==> config.mk <==
export PLATFORM = sky130hd
export DESIGN_NAME = cop_watchdog
export DESIGN_NICKNAME = d
export VERILOG_FILES = /design/src/rtl/cop_pkg.sv /design/src/rtl/cop_bus_decode.sv /design/src/rtl/cop_mon_guard.sv /design/src/rtl/cop_counter.sv /design/src/rtl/cop_watchdog.sv
export SDC_FILE = /design/constraint.sdc
export NUM_CORES = 1
export LEC_CHECK = 0
export BUFFER_PORTS_ARGS = -buffer_cell sky130_fd_sc_hd__buf_2
export CORE_ASPECT_RATIO = 1.2
export CORE_MARGIN = 5
export CORE_UTILIZATION = 49
export CTS_CLUSTER_DIAMETER = 80
export DETAILED_ROUTE_END_ITERATION = 12
export GPL_TIMING_DRIVEN = 1
export PLACE_DENSITY = 0.81
export SETUP_SLACK_MARGIN = 0.1
export SLEW_MARGIN = 15
export SYNTH_ARGS = -nofsm -noshare
export SYNTH_HDL_FRONTEND = slang
export SYNTH_SLANG_ARGS = --single-unit
export TNS_END_PERCENT = 100
==> constraint.sdc <==
create_clock -name clk -period 2.2 [get_ports clk]
set_input_delay 0 -clock clk [delete_from_list [all_inputs] [get_ports clk]]
set_output_delay 0 -clock clk [all_outputs]
set_load 0.05 [all_outputs]
==> src/rtl/cop_pkg.sv <==
package cop_pkg;

    typedef enum logic [1:0] {
        MON_NONE  = 2'd0,
        MON_BLANK = 2'd1,
        MON_LOCK  = 2'd2
    } mon_state_e;

    typedef struct packed {
        logic svc;
        logic rd;
    } bus_evt_t;

    typedef struct packed {
        logic short_rate;
        logic off;
    } cfg_t;

    // Compare limit for a period of 2^e_main - 2^e_sub counting edges.
    function automatic int unsigned term_count(input int unsigned e_main,
                                               input int unsigned e_sub);
        return (32'd1 << e_main) - (32'd1 << e_sub) - 32'd1;
    endfunction

endpackage

==> src/rtl/cop_bus_decode.sv <==
module cop_bus_decode
    import cop_pkg::*;
#(
    parameter int unsigned           ADDR_W   = 16,
    parameter logic [ADDR_W-1:0]     SVC_ADDR = '1
) (
    input  logic              clk,
    input  logic              por,
    input  logic [ADDR_W-1:0] addr,
    input  logic              wr,
    input  logic              rd,
    input  logic [7:0]        vec_lo,
    output bus_evt_t          evt,
    output logic [7:0]        rd_data
);
    logic hit;

    assign hit     = (addr == SVC_ADDR);
    assign evt.svc = wr & hit;
    assign evt.rd  = rd & hit;

    always_ff @(posedge clk) begin
        if (por) begin
            rd_data <= '0;
        end else if (evt.rd) begin
            rd_data <= vec_lo;
        end else begin
            rd_data <= '0;
        end
    end
endmodule

==> src/rtl/cop_mon_guard.sv <==
module cop_mon_guard
    import cop_pkg::*;
(
    input  logic       clk,
    input  logic       por,
    input  cfg_t       cfg,
    input  logic       mon_enter,
    input  logic       mon_blank,
    input  logic       tst_hv,
    output mon_state_e state,
    output logic       run
);
    mon_state_e nxt;

    always_comb begin
        nxt = state;
        unique case (state)
            MON_NONE: begin
                if (mon_enter && tst_hv)         nxt = MON_LOCK;
                else if (mon_enter && mon_blank) nxt = MON_BLANK;
            end
            MON_BLANK: begin
                if (mon_enter && tst_hv)         nxt = MON_LOCK;
            end
            default:                             nxt = MON_LOCK;
        endcase
    end

    always_ff @(posedge clk) begin
        if (por) state <= MON_NONE;
        else     state <= nxt;
    end

    assign run = !cfg.off && (state != MON_LOCK) &&
                 !((state == MON_BLANK) && tst_hv);
endmodule

==> src/rtl/cop_counter.sv <==
module cop_counter #(
    parameter int unsigned CNT_W  = 18,
    parameter int unsigned TERM_L = 262127,
    parameter int unsigned TERM_S = 8175
) (
    input  logic             clk,
    input  logic             por,
    input  logic             run,
    input  logic             svc,
    input  logic             short_rate,
    output logic [CNT_W-1:0] cnt,
    output logic             rst_req
);
    localparam logic [CNT_W-1:0] LIM_L = CNT_W'(TERM_L);
    localparam logic [CNT_W-1:0] LIM_S = CNT_W'(TERM_S);

    logic [CNT_W-1:0] lim;
    logic             at_term;

    assign lim     = short_rate ? LIM_S : LIM_L;
    assign at_term = (cnt >= lim);

    always_ff @(posedge clk) begin
        if (por) begin
            cnt     <= '0;
            rst_req <= 1'b0;
        end else if (!run || svc) begin
            cnt     <= '0;
            rst_req <= 1'b0;
        end else if (at_term) begin
            cnt     <= '0;
            rst_req <= 1'b1;
        end else begin
            cnt     <= cnt + 1'b1;
            rst_req <= 1'b0;
        end
    end
endmodule

==> src/rtl/cop_watchdog.sv <==
module cop_watchdog
    import cop_pkg::*;
#(
    parameter int unsigned       LONG_EXP  = 18,
    parameter int unsigned       SHORT_EXP = 13,
    parameter int unsigned       SUB_EXP   = 4,
    parameter int unsigned       ADDR_W    = 16,
    parameter logic [ADDR_W-1:0] SVC_ADDR  = '1
) (
    input  logic              clk,
    input  logic              por,
    input  logic              cfg_short_rate,
    input  logic              cfg_off,
    input  logic [ADDR_W-1:0] bus_addr,
    input  logic              bus_wr,
    input  logic              bus_rd,
    input  logic [7:0]        vec_lo,
    input  logic              mon_enter,
    input  logic              mon_blank,
    input  logic              tst_hv,
    output logic              rst_req,
    output logic [7:0]        rd_data
);
    localparam int unsigned CNT_W  = LONG_EXP;
    localparam int unsigned TERM_L = term_count(LONG_EXP, SUB_EXP);
    localparam int unsigned TERM_S = term_count(SHORT_EXP, SUB_EXP);

    cfg_t             cfg;
    bus_evt_t         bus_evt;
    mon_state_e       mon_st;
    logic             run;
    logic [CNT_W-1:0] cnt_q;

    assign cfg.short_rate = cfg_short_rate;
    assign cfg.off        = cfg_off;

    cop_bus_decode #(.ADDR_W(ADDR_W), .SVC_ADDR(SVC_ADDR)) u_bus (
        .clk     (clk),
        .por     (por),
        .addr    (bus_addr),
        .wr      (bus_wr),
        .rd      (bus_rd),
        .vec_lo  (vec_lo),
        .evt     (bus_evt),
        .rd_data (rd_data)
    );

    cop_mon_guard u_guard (
        .clk       (clk),
        .por       (por),
        .cfg       (cfg),
        .mon_enter (mon_enter),
        .mon_blank (mon_blank),
        .tst_hv    (tst_hv),
        .state     (mon_st),
        .run       (run)
    );

    cop_counter #(.CNT_W(CNT_W), .TERM_L(TERM_L), .TERM_S(TERM_S)) u_cnt (
        .clk        (clk),
        .por        (por),
        .run        (run),
        .svc        (bus_evt.svc),
        .short_rate (cfg.short_rate),
        .cnt        (cnt_q),
        .rst_req    (rst_req)
    );
endmodule

# Word level (Yosys, flattened, before mapping)
# Index checks and enable logic that the tools add are counted.
# W data, S select, Z words.
[totals]
reg_bits = 29
latch_bits = 0
rom_bits = 0
memories = 0
ram_bits = 0
out_inout_bits = 9
[classes]
muxes = 6
multipliers = 0
order_cmp = 1
reduce_logical = 14
n_shift = 0
div_mod_pow = 0
bitwise_logic = 3
addsub = 1
n_eq_ne = 5
[ops]
columns = ["operator", "count"]
rows = [
  ["$add A18 B1 Y18 const B", 1],
  ["$ge A18 B18 Y1", 1],
  ["$mux W18", 1],
  ["$eq A16 B16 Y1 const B", 1],
  ["$mux W2", 3],
  ["$logic_and A1 B1 Y1", 5],
  ["$pmux W2 S2", 1],
  ["$reduce_or A2 Y1", 2],
  ["$logic_not A1 Y1", 3],
  ["$ne A3 B1 Y1 const B", 1],
  ["$reduce_or A3 Y1", 1],
  ["$and A1 B1 Y1", 2],
  ["$eq A2 B1 Y1 const B", 1],
  ["$logic_not A2 Y1", 1],
  ["$ne A2 B1 Y1 const B", 1],
  ["$ne A2 B2 Y1 const B", 1],
  ["$reduce_and A2 Y1", 1],
  ["$logic_or A1 B1 Y1", 1],
  ["$mux W1", 1],
  ["$not A1 Y1", 1],
]

# Logic depth before layout (Yosys ltp)
[depth]
depth_word = 7
depth_mapped = 7

# Modules after synthesis
# A second synthesis with hierarchy kept.
[hier_totals]
cells_unflattened = 139
hier_area_um2 = 1355.0
[modules_own_cells]
columns = ["mod", "instances", "cells_each", "seq_area_each_um2", "area_each_um2"]
rows = [
  ["cop_counter", 1, 106, 380.4, 977.2],
  ["cop_bus_decode", 1, 24, 160.2, 284.0],
  ["cop_mon_guard", 1, 9, 40.0, 93.8],
]

# Worst setup path before layout
# Ideal clock, no wire load.
[synth_timing]
kind = "reg2reg"
from = "register u_cnt.cnt[15]"
to = "register u_cnt.cnt[16]"
slack_ps = 612
required_time_ps = 2136
arrival_ps = 1524
setup_time_ps = 64
period_less_slack_ps = 1588
stages_incl_launch_ff = 8
path_buffers = 1
cell_sequence = "dfxtp_1 -> ha_1 -> a21oi_1 -> a21oi_1 -> a211oi_1 -> nand3_2 -> buf_6 -> nor2_1"
[synth_via]
elab_chain_len = 2
word_cells_on_any_way = 3
cone_classes = "add/sub: 1; order compare: 1; reduce/logical: 1"
[synth_lines]
columns = ["element", "line_no", "rtl"]
rows = [
  ["start: declaration", "cop_counter.sv:11", "output logic [CNT_W-1:0] cnt,"],
  ["start signal: assignment", "cop_counter.sv:34", "cnt <= cnt + 1'b1;"],
  ["$ge A18 B18 Y1", "cop_counter.sv:21", "assign at_term = (cnt >= lim);"],
  ["$reduce_or A3 Y1 (no line)", "n/a", ""],
]
# Several ways; a longest one is shown, not always the timed one.
# A chain may end at the register's enable or synchronous reset.

# Final worst setup path
[layout_timing]
from = "register u_cnt.cnt[15]"
to = "register u_cnt.cnt[6]"
[layout_via]
elab_chain_len = 2
[layout_lines]
columns = ["element", "line_no"]
rows = [
  ["$ge A18 B18 Y1", "cop_counter.sv:21"],
  ["$reduce_or A3 Y1 (no line)", "n/a"],
]
# No other way between the ends.

==> results.md <==
- The largest stage delay on the critical path is 0.42 ns.
- The critical-path maximum fanout is 18.
- CTS placed an instance of sky130_fd_sc_hd__clkbuf_4 at the clock tree root.
- Clock-pin slew was measured on the worst setup and hold paths at 0.09 ns.
- Once layout is complete, the utilization of the core stands at 68.1%.
- Setup total negative slack on the finished layout was measured at 0 ns.
- Walking the worst path, the cells encountered are ha_1, a21oi_1, a21oi_1, a211oi_1, nand3_4, nor2_1.
- The max-cap violation count is 0.
- The type of the most critical hold path is input port to flip-flop.
- The flow ran to the end, and the final reports show no timing, DRC or antenna violations.
- The total number of yosys warnings is 0.
- For this run, the leading register cell type out of synthesis is sky130_fd_sc_hd__dfxtp_1.
- By instance count, the cell type seen most on the critical path is sky130_fd_sc_hd__a21oi_1.
- The total die area is 0.00369 mm^2.
- VDD sags by at most 500 uV.
- In the synthesized netlist the async set-or-reset flop fraction comes to 0%.
- For this run, the detailed router's first-pass iteration total came to 4.
- In the layout the commonest cells are sky130_fd_sc_hd__buf_2 (41), sky130_fd_sc_hd__dfxtp_1 (29), sky130_fd_sc_hd__nor2_1 (23).
- The worst path needs 1.89 ns of the cycle, external delays included.
- The via count of the first global-routing pass came to 1196.
- The number of synthesized flops with an enable pin is 0.
- The setup clock skew after layout is 0.00864 ns.
- Counting every sink on the clock net gives 29.
- The initial antenna violation count came to 0.
- The worst slack at placement is 0.366 ns.
- Averaged over all synthesized cells, the footprint is 9.55 um^2.
- The first global-routing pass estimated 5060 um of wire.
- Setup repair after global routing left no endpoint under its margin.
- The total area inside the core boundary comes to 0.00250 mm^2.
- The classification of the worst setup path is flip-flop to flip-flop.
- The setup slack after layout is 0.309 ns.
- The clock passes through at most 2 buffers.
- After synthesis, flip-flops and latches occupy 46.1% of the total area.
- The number of flip-flops and latches in the synthesized netlist is 29.
- The total number of placement rows is 20.
- The initial core utilization is 50.3%.
- Using the TritonRoute via totals, the vias-per-cell ratio works out to 5.17.
- Compared with the post-synthesis result, the final layout area differs by 35.2%.
- Headroom to the max-slew limit came out at 66.1%.
- The number of placed cells counting well taps is 205.
- The routability congestion estimate from global placement is 0.714.
- The part of the cycle the worst path needs is 86.0%.
- The total of buffers placed on input and output ports is 41.
- The die span in x is 56.3 um.
- The fraction of final layout cells sized beyond drive strength 1 is 28.0%.
- The arrival time reported for the critical path endpoint is 2.15 ns.
- The leakage power summed over all cells is 0.712 nW.
- STA classifies the critical path startpoint as a flip-flop.
- The die boundary height is 65.6 um.
- The layout net count is 231.
- The most frequent standard cell in the layout excluding fill and tap cells is sky130_fd_sc_hd__buf_2.
- The number of nets produced by synthesis is 171.
- Derived from the worst setup path, the maximum achievable clock frequency is 529 MHz.
- The later pin in the worst-skew pair is clocked with a latency of 0.33 ns.
- Synthesis handed over a netlist of 132 instances.
- The final count of negative-setup-slack endpoints is 0.
- The slew at the pin closest to its max-slew limit is 0.505 ns.
- The number of diodes is 0.
- The design draws 976 uW.
- Clock tree synthesis inserted a total of 5 buffers.
- The overflow left after global routing is 0.
- The number of failing hold endpoints at the final stage came to 0.
- Across every metal layer, demand over resource in global routing totals 18.0%.
- The worst setup path is captured at a flip-flop.
- The number of H-tree levels is 2.
- The detailed-route DRC error count is 0.
- 42 I/O pins were placed.
- The post-synthesis instance area is 0.00126 mm^2.
- After legalization and detailed placement, the total HPWL measured 2140 um.
- The routed layout has 1168 vias.
- Dividing total power by cell area gives a power density of 573 mW/mm^2.
- The clock tree from TritonCTS is done.
- Once detail routing completed, the nets flagged for antenna violations numbered 0.
- The final max-slew violation count is 0.
- The per-cell routed wire length is 14.9 um.
- The number of distinct library cell variants in the gate-level netlist after synthesis is 26.
- In this run, the number of DRC markers left after iteration 0 of detailed routing was 46.
- The largest net degree at the start of global routing is 19.
- The non-filler instance count after layout is 226.
- Among all stages on the critical path, the largest delay is contributed by sky130_fd_sc_hd__a211oi_1.
- At the worst endpoint, the required time is 2.46 ns.
- The total wire length after detailed routing is 3370 um.
==> power breakdown <==
part	total [mW]	leakage (nW)	internal (mW)	switching, mW
registers	0.531	0.234	0.528	0.00275
logic	0.0808	0.436	0.0470	0.0338
clock network	0.364	0.0413	0.185	0.179
total	0.976	0.712	0.760	0.216
==> cells by family after synthesis <==
group,synth area share (%)
adder cells (fa/ha/maj),5.96
XOR/XNOR,11.1
AO/OA/AOI/OAI,6.06
flip-flops,46.1
AND/OR/NAND/NOR,29.0
buffers and inverters,1.79
==> cells in the mapped netlist, types with 2 or more instances <==
library cell              instances  area share (%)
sky130_fd_sc_hd__and2_1           9             4.5
sky130_fd_sc_hd__dfxtp_1         29              46
sky130_fd_sc_hd__ha_1             6             6.0
sky130_fd_sc_hd__nand4_1          8             4.0
sky130_fd_sc_hd__nand3_2          2             1.6
sky130_fd_sc_hd__and3_1           2            0.99
sky130_fd_sc_hd__nor2_1          23             6.9
sky130_fd_sc_hd__xnor2_1          7             4.9
sky130_fd_sc_hd__nand3_1          3             1.2
sky130_fd_sc_hd__and4_1           3             2.1
sky130_fd_sc_hd__nand2_1         11             3.3
sky130_fd_sc_hd__xor2_1           9             6.3
sky130_fd_sc_hd__inv_1            3            0.89
sky130_fd_sc_hd__nor3_1           2            0.79
sky130_fd_sc_hd__a21oi_1          4             1.6
==> through the flow <==
stage	cell area, um^2	hold slack (ns)
2_1_floorplan	1260	0.0724
4_1_cts	1700	0.00625
3_3_place_gp	1500	0.200
5_1_grt	1700	0.0277
6_report	1700	0.00633
3_5_place_dp	1500	0.204
==> critical path, delay by kind of cell, from the launching register on <==
| kind | cells | cell delay [ns] |
|---|---|---|
| DFF | 1 | 0.34 |
| adders and majority gates | 1 | 0.31 |
| and+or+nand+nor | 2 | 0.47 |
| AOI/OAI and AO/OA | 3 | 0.69 |
==> area by class of cell <==
class | instances | area [um^2]
fillers | 201 | 800
multi-input cells | 99 | 664
flip-flops and latches | 29 | 581
repair buffers | 54 | 335
clock buffers | 7 | 65.1
well taps | 33 | 41.3
inverters | 3 | 11.3
clock inverters | 1 | 5.00
==> sequential cells by signal, indices dropped and copies added, names as in the netlist <==
register       cells
u_cnt.rst_req      1
u_bus.rd_data      8
u_cnt.cnt         18
u_guard.state      2
==> timing repair <==
| action | CTS | global route |
|---|---|---|
| hold buffers | 13 | 0 |
| setup buffers | 0 | 0 |
| resized for setup | 0 | 1 |
| endpoints found under the setup margin | 0 | 3 |
| endpoints found under the hold margin | 11 | 0 |
==> routing by layer <==
metal  up-vias  share of wire (%)  track usage (%)
li1        575                  -                -
met1       553                 37             17.3
met2        28                 57             34.9
met3        12                3.8             5.11
met4         0                2.8             8.01
met5         -                  0                0
==> worst paths after layout <==
kind / slack (ns) / end / cells past startpoint / startpoint
setup / recovery: 0.31 / u_cnt.cnt[6]$_SDFF_PP0_ / 6 / u_cnt.cnt[15]$_SDFF_PP0_
hold / removal: 0.006 / u_guard.state[0]$_SDFFE_PP0P_ / 3 / mon_enter
setup reg to reg: 0.31 / u_cnt.cnt[6]$_SDFF_PP0_ / 6 / u_cnt.cnt[15]$_SDFF_PP0_
hold reg to reg: 0.45 / u_cnt.cnt[0]$_SDFF_PP0_ / 1 / u_cnt.cnt[0]$_SDFF_PP0_
Power figures use the tool's default switching activity.
